==> config.mk <==
export PLATFORM = sky130hd
export DESIGN_NAME = pwm_sync_chan
export DESIGN_NICKNAME = d
export VERILOG_FILES = /design/src/rtl/pwm_pkg.sv /design/src/rtl/pwm_regs.sv /design/src/rtl/pwm_timebase.sv /design/src/rtl/pwm_action.sv /design/src/rtl/pwm_sync_chan.sv
export SDC_FILE = /design/constraint.sdc
export NUM_CORES = 1
export LEC_CHECK = 0
export ABC_AREA = 0
export BUFFER_PORTS_ARGS = -buffer_cell sky130_fd_sc_hd__clkbuf_2
export CAP_MARGIN = 20
export CORE_ASPECT_RATIO = 0.8
export CORE_MARGIN = 1
export CORE_UTILIZATION = 35
export DETAILED_ROUTE_END_ITERATION = 16
export HOLD_SLACK_MARGIN = 0.1
export REMOVE_ABC_BUFFERS = 1
export SLEW_MARGIN = 15
export SYNTH_ARGS = -nofsm -noshare
export SYNTH_HDL_FRONTEND = slang
export SYNTH_SLANG_ARGS = --single-unit
==> constraint.sdc <==
create_clock -name clk -period 3.2 [get_ports clk]
set_input_delay 0.48 -clock clk [delete_from_list [all_inputs] [get_ports clk]]
set_output_delay 0.48 -clock clk [all_outputs]
set_load 0.03 [all_outputs]
==> src/rtl/pwm_pkg.sv <==
package pwm_pkg;
  localparam int unsigned REG_PRD   = 0;
  localparam int unsigned REG_CMP   = 1;
  localparam int unsigned REG_PHASE = 2;
  localparam int unsigned REG_CTRL  = 3;

  typedef enum logic {
    SYNC_AT_ZERO = 1'b0,
    SYNC_PASS    = 1'b1
  } sync_src_e;

  typedef struct packed {
    sync_src_e sync_src;
    logic      phase_en;
  } ctrl_t;
endpackage

==> src/rtl/pwm_regs.sv <==
module pwm_regs
  import pwm_pkg::*;
#(
  parameter int CNT_W  = 16,
  parameter int ADDR_W = 2
) (
  input  logic              clk,
  input  logic              rst_n,
  input  logic              wr_en,
  input  logic [ADDR_W-1:0] wr_addr,
  input  logic [CNT_W-1:0]  wr_data,
  input  logic              at_zero,
  output logic [CNT_W-1:0]  act_prd,
  output logic [CNT_W-1:0]  act_cmp,
  output logic [CNT_W-1:0]  phase,
  output ctrl_t             ctrl
);
  logic [CNT_W-1:0] shd_prd_q, shd_prd_d;
  logic [CNT_W-1:0] shd_cmp_q, shd_cmp_d;
  logic [CNT_W-1:0] phase_q, phase_d;
  logic [CNT_W-1:0] act_prd_q, act_prd_d;
  logic [CNT_W-1:0] act_cmp_q, act_cmp_d;
  ctrl_t            ctrl_q, ctrl_d;

  always_comb begin
    shd_prd_d = shd_prd_q;
    shd_cmp_d = shd_cmp_q;
    phase_d   = phase_q;
    ctrl_d    = ctrl_q;
    if (wr_en) begin
      case (wr_addr)
        ADDR_W'(REG_PRD):   shd_prd_d = wr_data;
        ADDR_W'(REG_CMP):   shd_cmp_d = wr_data;
        ADDR_W'(REG_PHASE): phase_d   = wr_data;
        ADDR_W'(REG_CTRL): begin
          ctrl_d.phase_en = wr_data[0];
          ctrl_d.sync_src = sync_src_e'(wr_data[1]);
        end
        default: ;
      endcase
    end
  end

  // Active copies move only at counter zero.
  always_comb begin
    act_prd_d = act_prd_q;
    act_cmp_d = act_cmp_q;
    if (at_zero) begin
      act_prd_d = shd_prd_q;
      act_cmp_d = shd_cmp_q;
    end
  end

  always_ff @(posedge clk or negedge rst_n) begin
    if (!rst_n) begin
      shd_prd_q <= '0;
      shd_cmp_q <= '0;
      phase_q   <= '0;
      ctrl_q    <= '0;
      act_prd_q <= '0;
      act_cmp_q <= '0;
    end else begin
      shd_prd_q <= shd_prd_d;
      shd_cmp_q <= shd_cmp_d;
      phase_q   <= phase_d;
      ctrl_q    <= ctrl_d;
      act_prd_q <= act_prd_d;
      act_cmp_q <= act_cmp_d;
    end
  end

  assign act_prd = act_prd_q;
  assign act_cmp = act_cmp_q;
  assign phase   = phase_q;
  assign ctrl    = ctrl_q;
endmodule

==> src/rtl/pwm_timebase.sv <==
module pwm_timebase #(
  parameter int CNT_W = 16
) (
  input  logic             clk,
  input  logic             rst_n,
  input  logic [CNT_W-1:0] act_prd,
  input  logic [CNT_W-1:0] phase,
  input  logic             phase_en,
  input  logic             sync_in,
  output logic [CNT_W-1:0] cnt,
  output logic             at_zero
);
  logic [CNT_W-1:0] cnt_q, cnt_d;
  logic             sync_load;
  logic             wrap;

  assign sync_load = sync_in & phase_en;
  assign wrap      = (cnt_q >= act_prd);

  // Phase load has priority over the natural wrap.
  always_comb begin
    if (sync_load)
      cnt_d = phase;
    else if (wrap)
      cnt_d = '0;
    else
      cnt_d = cnt_q + 1'b1;
  end

  always_ff @(posedge clk or negedge rst_n) begin
    if (!rst_n) cnt_q <= '0;
    else        cnt_q <= cnt_d;
  end

  assign cnt     = cnt_q;
  assign at_zero = (cnt_q == '0);
endmodule

==> src/rtl/pwm_action.sv <==
module pwm_action #(
  parameter int CNT_W = 16
) (
  input  logic             clk,
  input  logic             rst_n,
  input  logic [CNT_W-1:0] cnt,
  input  logic [CNT_W-1:0] act_cmp,
  input  logic             at_zero,
  output logic             pwm
);
  logic pwm_q, pwm_d;
  logic cmp_hit;

  assign cmp_hit = (cnt == act_cmp);

  // Clear on match wins over set at zero.
  always_comb begin
    pwm_d = pwm_q;
    if (cmp_hit)      pwm_d = 1'b0;
    else if (at_zero) pwm_d = 1'b1;
  end

  always_ff @(posedge clk or negedge rst_n) begin
    if (!rst_n) pwm_q <= 1'b0;
    else        pwm_q <= pwm_d;
  end

  assign pwm = pwm_q;
endmodule

==> src/rtl/pwm_sync_chan.sv <==
module pwm_sync_chan
  import pwm_pkg::*;
#(
  parameter int CNT_W  = 16,
  parameter int ADDR_W = 2
) (
  input  logic              clk,
  input  logic              rst_n,
  input  logic              wr_en,
  input  logic [ADDR_W-1:0] wr_addr,
  input  logic [CNT_W-1:0]  wr_data,
  input  logic              sync_in,
  output logic              pwm_out,
  output logic              sync_out,
  output logic              zero_strobe
);
  localparam int RST_STAGES = 2;

  logic [RST_STAGES-1:0] rst_pipe;
  logic                  rst_n_s;
  logic [CNT_W-1:0]      act_prd, act_cmp, phase, cnt;
  ctrl_t                 ctrl;
  logic                  at_zero;

  // Asynchronous assert, synchronous release.
  always_ff @(posedge clk or negedge rst_n) begin
    if (!rst_n) rst_pipe <= '0;
    else        rst_pipe <= {rst_pipe[RST_STAGES-2:0], 1'b1};
  end
  assign rst_n_s = rst_pipe[RST_STAGES-1];

  pwm_regs #(.CNT_W(CNT_W), .ADDR_W(ADDR_W)) u_regs (
    .clk     (clk),
    .rst_n   (rst_n_s),
    .wr_en   (wr_en),
    .wr_addr (wr_addr),
    .wr_data (wr_data),
    .at_zero (at_zero),
    .act_prd (act_prd),
    .act_cmp (act_cmp),
    .phase   (phase),
    .ctrl    (ctrl)
  );

  pwm_timebase #(.CNT_W(CNT_W)) u_tb (
    .clk      (clk),
    .rst_n    (rst_n_s),
    .act_prd  (act_prd),
    .phase    (phase),
    .phase_en (ctrl.phase_en),
    .sync_in  (sync_in),
    .cnt      (cnt),
    .at_zero  (at_zero)
  );

  pwm_action #(.CNT_W(CNT_W)) u_act (
    .clk     (clk),
    .rst_n   (rst_n_s),
    .cnt     (cnt),
    .act_cmp (act_cmp),
    .at_zero (at_zero),
    .pwm     (pwm_out)
  );

  assign sync_out    = (ctrl.sync_src == SYNC_PASS) ? sync_in : at_zero;
  assign zero_strobe = at_zero;
endmodule

==> results of run 1 <==
-- layout make-up --
type,count,share of cell area [%]
multi-input combinational,270,37.1
clock buffer,12,4.70
tap,175,4.17
timing repair buffer,31,3.58
clock inverter,4,0.906
inverter,19,1.36
sequential,101,48.2
-- where the power goes --
group          total (mW)  switching (mW)  internal [mW]
Clock                1.07           0.449          0.625
Combinational        1.43           0.768          0.658
Sequential           2.06           0.367           1.69
Total                4.56            1.58           2.97
-- registers in the layout, indices dropped and copies added (netlist names) --
register          flops
rst_pipe              2
u_act.pwm             1
u_regs.act_cmp       16
u_regs.act_prd       16
u_regs.ctrl           2
u_regs.phase         16
u_regs.shd_cmp_q     16
u_regs.shd_prd_q     16
u_tb.cnt             16
-- kinds of logic (layout without fill, tap and decap cells) --
kind of cell | count (synthesis) | in the layout | synth area share [%]
simple gates | 129 | 129 | 13.0
other cells | 1 | 1 | 0.0813
fa+ha+maj | 18 | 18 | 4.88
mux | 50 | 50 | 12.2
buf+inv | 34 | 66 | 3.04
compound gates | 42 | 42 | 6.35
xor+xnor | 30 | 30 | 5.70
flops | 101 | 101 | 54.8
-- metal layers --
metal  track usage [%]  part of all wire, %  vias to the layer above
met5                 0                    0                        -
met1              23.6                   53                     1464
met4              3.20                 0.84                        0
met3              3.84                  3.8                       10
met2              21.9                   42                       44
li1                  -                    -                     1424
-- worst paths after layout --
kind / from / slack (ns) / end
hold reg to reg: rst_pipe[1] / 0.33 / u_regs.shd_cmp_q[14]
hold / removal: rst_pipe[1] / 0.33 / u_regs.shd_cmp_q[14]
max in group asynchronous: rst_pipe[1] / 2.17 / u_regs.act_cmp[4]
min in group clk: rst_pipe[0] / 0.36 / rst_pipe[1]
setup / recovery: u_tb.cnt[0] / 0.50 / sync_out
setup reg to reg: u_tb.cnt[0] / 0.53 / u_tb.cnt[4]
-- stage by stage --
stage | cells | hold slack, ns | worst slack, ns | cell area (um2)
after floorplan | 390 | 0.184 | 0.178 | 4540
after global placement | 595 | 0.267 | 0.608 | 4940
after detailed placement | 595 | 0.272 | 0.552 | 4940
after CTS | 612 | 0.365 | 0.479 | 5250
after global routing | 612 | 0.369 | 0.337 | 5250
final | 612 | 0.335 | 0.500 | 5250
-- critical path: cells and delay by family (launching register included) --
| kind | cells | cell delay [ns] |
|---|---|---|
| buffers and inverters | 3 | 0.66 |
| DFF | 1 | 0.46 |
| and+or+nand+nor | 2 | 0.44 |
| AOI/OAI and AO/OA | 1 | 0.18 |
| adders and majority gates | 1 | 0.14 |
-- cell usage after synthesis (all sizes together) --
cell,number,share of area [%]
and4,2,0.38
a221oi,1,0.33
clkbuf,10,0.81
and3,5,0.79
a21o,2,0.33
dfrtp,101,55
nor3,1,0.11
nor3b,2,0.43
o32a,1,0.22
inv,19,1.5
nand4,7,0.95
a2111oi,1,0.60
xnor2,10,1.9
or3,1,0.14
mux2,50,12
nand2,89,7.2
o21ai,33,4.4
conb,1,0.081
o211ai,1,0.16
nand2b,1,0.30
buf,5,0.68
or4,1,0.16
nor4,6,0.81
a21oi,3,0.33
nor2,1,0.081
ha,18,4.9
and2,1,0.14
nand3b,2,0.33
or2,1,0.14
nand3,9,0.98
xor2,20,3.8
-- timing repair --
item,CTS,global route
hold endpoints to repair,2,0
hold buffers,1,0
setup endpoints to repair,0,0
gates resized for setup,0,0
==> Implementation_results.wiki, run 1 <==
{| class="wikitable"
! Metric !! Value
|-
| Outcome || finished clean
|-
| Total track usage || 15.5%
|-
| Depth of the worst register-to-register path || 7
|-
| Arr. time, crit path || 2.22 ns
|-
| Number of buffers on the longest clock path || 2
|-
| Setup repair after global routing missed its margin || false
|-
| Mapped Area || 0.00461 mm2
|-
| Hold Violations, Final || 0
|-
| Clock input transition at the sequential cells of the worst setup and hold paths || 0.06 ns
|-
| TritonCTS buffer count || 9
|-
| Number of design rule violations left after detail routing || 0
|-
| Critical Path Source Type || flip-flop
|-
| Area occupied by multi-input gates || 0.00195 mm2
|-
| Via/cell ratio || 4.81
|-
| Max-cap check violation count || 0
|-
| Diode count || 0
|-
| IR drop worst, VDD || 0.000370 V
|-
| Number of top-level design ports || 25
|-
| Total half-perimeter wirelength after legalization and detailed placement || 6490 um
|-
| Count of filler cells inserted in the layout || 1287
|-
| Remaining global-route overflow || 0
|-
| Floorplan row count || 37
|-
| Worst hold path class || reg2async
|-
| Leakage power summed over all cells || 2.39 nW
|-
| Commonest non-fill, non-tap cell in the layout || dfrtp_1
|-
| First-pass GRT wire length || 16000 um
|-
| Largest net degree at the start of global routing || 56
|-
| Fraction of final layout cells sized beyond drive strength 1 || 25.4%
|-
| Starting Density || 35.8%
|-
| Vias in the first global route || 2956
|-
| Die boundary height || 105 um
|-
| Post-Route Utilization || 40.8%
|-
| Capturing element type of the critical path || primary output
|-
| Overall power || 4.56 mW
|-
| Initial antenna violation count || 0
|-
| Horiz. Die Dim || 130 um
|-
| Sinks on Clock Net || 101
|-
| Skew-Pair Late Insertion Delay || 0.34 ns
|-
| H-tree level count || 3
|-
| Critical path's largest stage delay || 0.46 ns
|-
| Number of routed nets with antenna violations || 0
|-
| Post-synthesis instance total || 405
|-
| Final setup violation count || 0
|-
| Violation count after the first detailed-route iteration || 170
|-
| Maximum clock skew at final layout || 0.00624 ns
|-
| Post-CTS Setup Repair Bufs || 0
|-
| Reg area || 0.00253 mm2
|-
| Portion of the post-synthesis area used by sequential elements || 54.8%
|-
| Via count || 2942
|-
| FF+latch count, synth || 101
|-
| Routed length per placed instance || 15.5 um
|-
| Final Wtd Congestion || 0.890
|-
| I/O Buffers || 24
|-
| Actual slew at the worst max-slew pin || 0.804 ns
|-
| Cell type of the slowest stage on the worst timing path || dfrtp_1
|-
| Fmax achieved || 370 MHz
|-
| Total detailed-routing wirelength || 9500 um
|-
| Ordered cell list for the critical path || inv_1 > ha_1 > nor3b_1 > nand4_1 > buf_4 > o21ai_0 > clkbuf_2
|-
| Max-slew violation total from the final report || 0
|-
| Drt pass-1 iters || 4
|-
| Largest fanout on the critical path || 15
|-
| Power per standard cell area || 868 mW/mm2
|-
| Area added between synthesis and finish || 13.8%
|-
| Number of warnings issued by yosys || 0
|-
| Share of the cycle needed by the critical path after routing || 84.4%
|-
| Worst rel slew slack || 46.4%
|-
| Most used cells in the layout excluding fill and tap cells || dfrtp_1, nand2_1, mux2_2, clkbuf_2, o21ai_0
|-
| Number of nets in the final layout || 472
|-
| DIE AREA || 0.0136 mm2
|-
| CORE AREA || 0.0129 mm2
|-
| Total negative setup slack || 0 ns
|-
| Mean instance size in the synthesized netlist || 11.4 um2
|-
| Cell at the root of the clock tree || clkbuf_16
|-
| CTS tree || done
|-
| Endpoint required time on the critical path || 2.72 ns
|-
| Minimum period implied by the final worst setup slack || 2.70 ns
|-
| Type of the worst setup path || reg2out
|-
| Count of different cell masters after synthesis || 35
|}
Note: power is estimated with default switching activity, not from simulation.
==> run 2: changes to the inputs <==
--- a/config.mk
+++ b/config.mk
@@ -5,7 +5,7 @@
 export SDC_FILE = /design/constraint.sdc
 export NUM_CORES = 1
 export LEC_CHECK = 0
-export ABC_AREA = 0
+export ABC_AREA = 1
 export BUFFER_PORTS_ARGS = -buffer_cell sky130_fd_sc_hd__clkbuf_2
 export CAP_MARGIN = 20
 export CORE_ASPECT_RATIO = 0.8
==> constraint.sdc (replaced) <==
create_clock -name clk -period 2.25 [get_ports clk]
set_input_delay 0.3375 -clock clk [delete_from_list [all_inputs] [get_ports clk]]
set_output_delay 0.3375 -clock clk [all_outputs]
set_load 0.03 [all_outputs]
==> run 2 against run 1 <==
Net effect: synthesized cell count up 41%; first-iteration DRC count up 13%; combinational power up 91%; wire length up 11%; clock power up 56%; critical path depth up 1; die area up 6.6%; worst hold slack worse by 0.083 ns; critical path type unchanged.
==> Implementation_results.wiki, run 2 <==
{| class="wikitable"
! Metric !! Value
|-
| Fraction of final layout cells sized beyond drive strength 1 || 15.0% (-10 points)
|-
| Share of synthesized flip-flops with an asynchronous set or reset || 100% (unchanged)
|-
| Critical path's largest stage delay || 0.44 ns (-0.02 ns)
|-
| Routed met3 length || 430 um (+18%)
|-
| Worst hold slack after final layout || 0.252 ns (-0.0830 ns)
|-
| Max-slew violation total from the final report || 0 (unchanged)
|-
| Cell type of the slowest stage on the worst timing path || dfrtp_2
|-
| Count of filler cells inserted in the layout || 1389 (+7.9%)
|-
| Post-synth top flop || dfrtp_1
|-
| Max-cap check violation count || 0 (unchanged)
|-
| Synth top area cells || dfrtp_1, nand2_1, o21ai_0
|-
| Area occupied by multi-input gates || 0.00203 mm2 (+4.1%)
|-
| First-pass GRT wire length || 18400 um (+15%)
|-
| IR drop worst, VDD || 0.000452 V (+22%)
|-
| Horiz. Die Dim || 135 um (+3.2%)
|-
| Arr. time, crit path || 1.75 ns (-0.47 ns)
|-
| Mean instance size in the synthesized netlist || 8.60 um2 (-24%)
|-
| Count of cells along the worst hold path || 3
|-
| Via/cell ratio || 4.68 (-2.7%)
|-
| Largest net degree at the start of global routing || 47 (-16%)
|-
| Final Wtd Congestion || 0.847 (-4.8%)
|-
| Setup repair after global routing missed its margin || false
|-
| H-tree level count || 3 (unchanged)
|-
| Largest fanout on the critical path || 5 (-10)
|-
| Cell family contributing the most delay on the critical path || flip-flops
|-
| Pre-CTS setup slack || 0.285 ns (-0.267 ns)
|-
| Number of warnings issued by yosys || 0 (unchanged)
|-
| Combined buffer and inverter count along the critical path || 2 (-1)
|-
| Power per standard cell area || 1280 mW/mm2 (+48%)
|-
| Critical Path Source Type || flip-flop
|-
| Diode count || 0 (unchanged)
|-
| Number of top-level design ports || 25 (unchanged)
|-
| Violation count after the first detailed-route iteration || 192 (+13%)
|-
| CORE AREA || 0.0136 mm2 (+6.0%)
|-
| Start point of the worst hold path || wr_data[8]
|-
| Hold Path End || u_regs.phase[8]
|-
| Skew-Pair Late Insertion Delay || 0.34 ns (about the same)
|-
| Count of different cell masters after synthesis || 34 (-2.9%)
|-
| Mapped Area || 0.00492 mm2 (+6.7%)
|-
| Number of buffers on the longest clock path || 2 (unchanged)
|-
| Overall power || 7.17 mW (+57%)
|-
| Commonest non-fill, non-tap cell in the layout || nand2_1
|-
| Count of flip-flops with a built-in enable after synthesis || 0 (unchanged)
|-
| Final setup violation count || 0 (unchanged)
|-
| Sinks on Clock Net || 101 (unchanged)
|-
| Total half-perimeter wirelength after legalization and detailed placement || 7560 um (+17%)
|-
| Met2 Wirelength || 4430 um (+10%)
|-
| Fmax achieved || 479 MHz
|-
| Highest metal layer with signal wires || met4
|-
| Via count || 3685 (+25%)
|-
| Area added between synthesis and finish || 13.6%
|-
| Post-synthesis instance total || 572 (+41%)
|-
| Total track usage || 16.4% (+0.88 points)
|-
| FF+latch count, synth || 101 (unchanged)
|-
| Starting Density || 36.1% (+0.22 points)
|-
| Initial antenna violation count || 0 (unchanged)
|-
| Floorplan row count || 38 (+2.7%)
|-
| Met1 layer wirelength in the final routing || 5630 um (+12%)
|-
| Ordered cell list for the critical path || inv_2 > ha_1 > nand2_1 > nor2_1 > and3_1 > nand2_4 > o21ai_1 > buf_4
|-
| Post-route design area || 0.00559 mm2 (+6.5%)
|-
| Number of design rule violations left after detail routing || 0 (unchanged)
|-
| Total detailed-routing wirelength || 10600 um (+11%)
|-
| Portion of the post-synthesis area used by sequential elements || 51.4% (-3.4 points)
|-
| Worst r2r dst || u_tb.cnt[9]
|-
| Minimum period implied by the final worst setup slack || 2.09 ns
|-
| Most used cells in the layout excluding fill and tap cells || nand2_1, dfrtp_1, inv_1, o21ai_0, nor2_1
|-
| Capturing element type of the critical path || primary output
|-
| Most frequently used cell type in the post-synthesis netlist || nand2_1
|-
| Outcome || finished clean
|-
| Share of the cycle needed by the critical path after routing || 92.9%
|-
| Reg area || 0.00253 mm2 (about the same)
|-
| Worst hold path class || in2reg
|-
| Vias in the first global route || 3670 (+24%)
|-
| Type of the worst setup path || reg2out
|-
| Share of Yosys cell area claimed by the top area cell type || 51.4% (-3.4 points)
|-
| TritonCTS buffer count || 9 (unchanged)
|-
| Endpoint required time on the critical path || 1.91 ns (-0.81 ns)
|-
| Hold Violations, Final || 0 (unchanged)
|-
| Drt pass-1 iters || 4 (unchanged)
|-
| CTS tree || done
|-
| Most used standard cells in the synthesized netlist || nand2_1, dfrtp_1, inv_1
|-
| Leakage power summed over all cells || 2.85 nW (+19%)
|-
| Routed length per placed instance || 13.4 um (-14%)
|-
| Remaining global-route overflow || 0 (unchanged)
|-
| Slack of the worst reg-to-reg path || 0.39 ns (-0.14 ns)
|-
| Cell at the root of the clock tree || clkbuf_16
|-
| Setup WS post-layout || 0.161 ns (-0.339 ns)
|-
| Cell area after placement || 0.00524 mm2 (+5.9%)
|-
| Total negative setup slack || 0 ns (unchanged)
|-
| Maximum clock skew at final layout || 0.00583 ns (-0.000416 ns)
|-
| Depth of the worst register-to-register path || 11 (+4)
|-
| Clock input transition at the sequential cells of the worst setup and hold paths || 0.07 ns (about the same)
|-
| Critical R2R Launch || u_tb.cnt[3]
|-
| Top cell type by total area after synthesis || dfrtp_1
|-
| Number of routed nets with antenna violations || 0 (unchanged)
|-
| Number of nets in the final layout || 643 (+36%)
|-
| DIE AREA || 0.0145 mm2 (+6.6%)
|-
| I/O Buffers || 24 (unchanged)
|-
| Die boundary height || 108 um (+3.2%)
|}
## run 2: cell families (layout without fill, tap and decap cells)
family | Yosys count | in the layout | share of synthesized area, %
simple gates | 270 | 270 | 22.8
flops | 101 | 101 | 51.4
buf+inv | 79 | 115 | 7.48
compound gates | 82 | 82 | 10.0
xor+xnor | 21 | 21 | 3.74
other cells | 1 | 1 | 0.0762
fa+ha+maj | 18 | 18 | 4.58
## run 2: worst max-delay path by stage
stage,startpoint,end,cells past startpoint
after global placement,u_tb.cnt[0],sync_out,8
after detailed placement,u_tb.cnt[0],sync_out,8
after floorplan,rst_pipe[1],u_act.pwm,0
after CTS,u_tb.cnt[0],sync_out,8
final,u_tb.cnt[0],sync_out,8
after global routing,u_tb.cnt[0],sync_out,8
## run 2: what timing repair did
item                                    CTS  global route
hold endpoints to repair                  2             0
hold buffers                              1             0
gates resized for setup                   1             4
endpoints found under the setup margin    1             1
buffers inserted                          2             0
pin swaps                                 1             0
## run 2: power by group
part	internal (mW)	switching (mW)
clock network	0.987	0.683
registers	2.32	0.444
logic	1.05	1.68
total	4.36	2.80
## run 2: per-layer routing
metal	GRT usage, %	vias to the layer above
met5	0	-
met4	4.33	0
met3	3.33	5
met2	24.2	69
met1	24.2	1743
li1	-	1868
## run 2: worst min-delay path, stage by stage
cell      delay [ns]
clkbuf_2        0.08
inv_1           0.06
o21ai_0         0.08
## run 2: area by class of cell
class                   count  area share [%]
clock inverters             6            1.68
flip-flops and latches    101            45.3
clock buffers              10            4.10
multi-input cells         392            36.2
inverters                  59            4.05
well taps                 180            4.03
repair buffers             40            4.61
## run 2: metrics by stage
step	util (%)	cells
2_1_floorplan	-	552
3_3_place_gp	38.4	769
3_5_place_dp	38.4	769
4_1_cts	41.0	788
5_1_grt	41.0	788
6_report	41.0	788
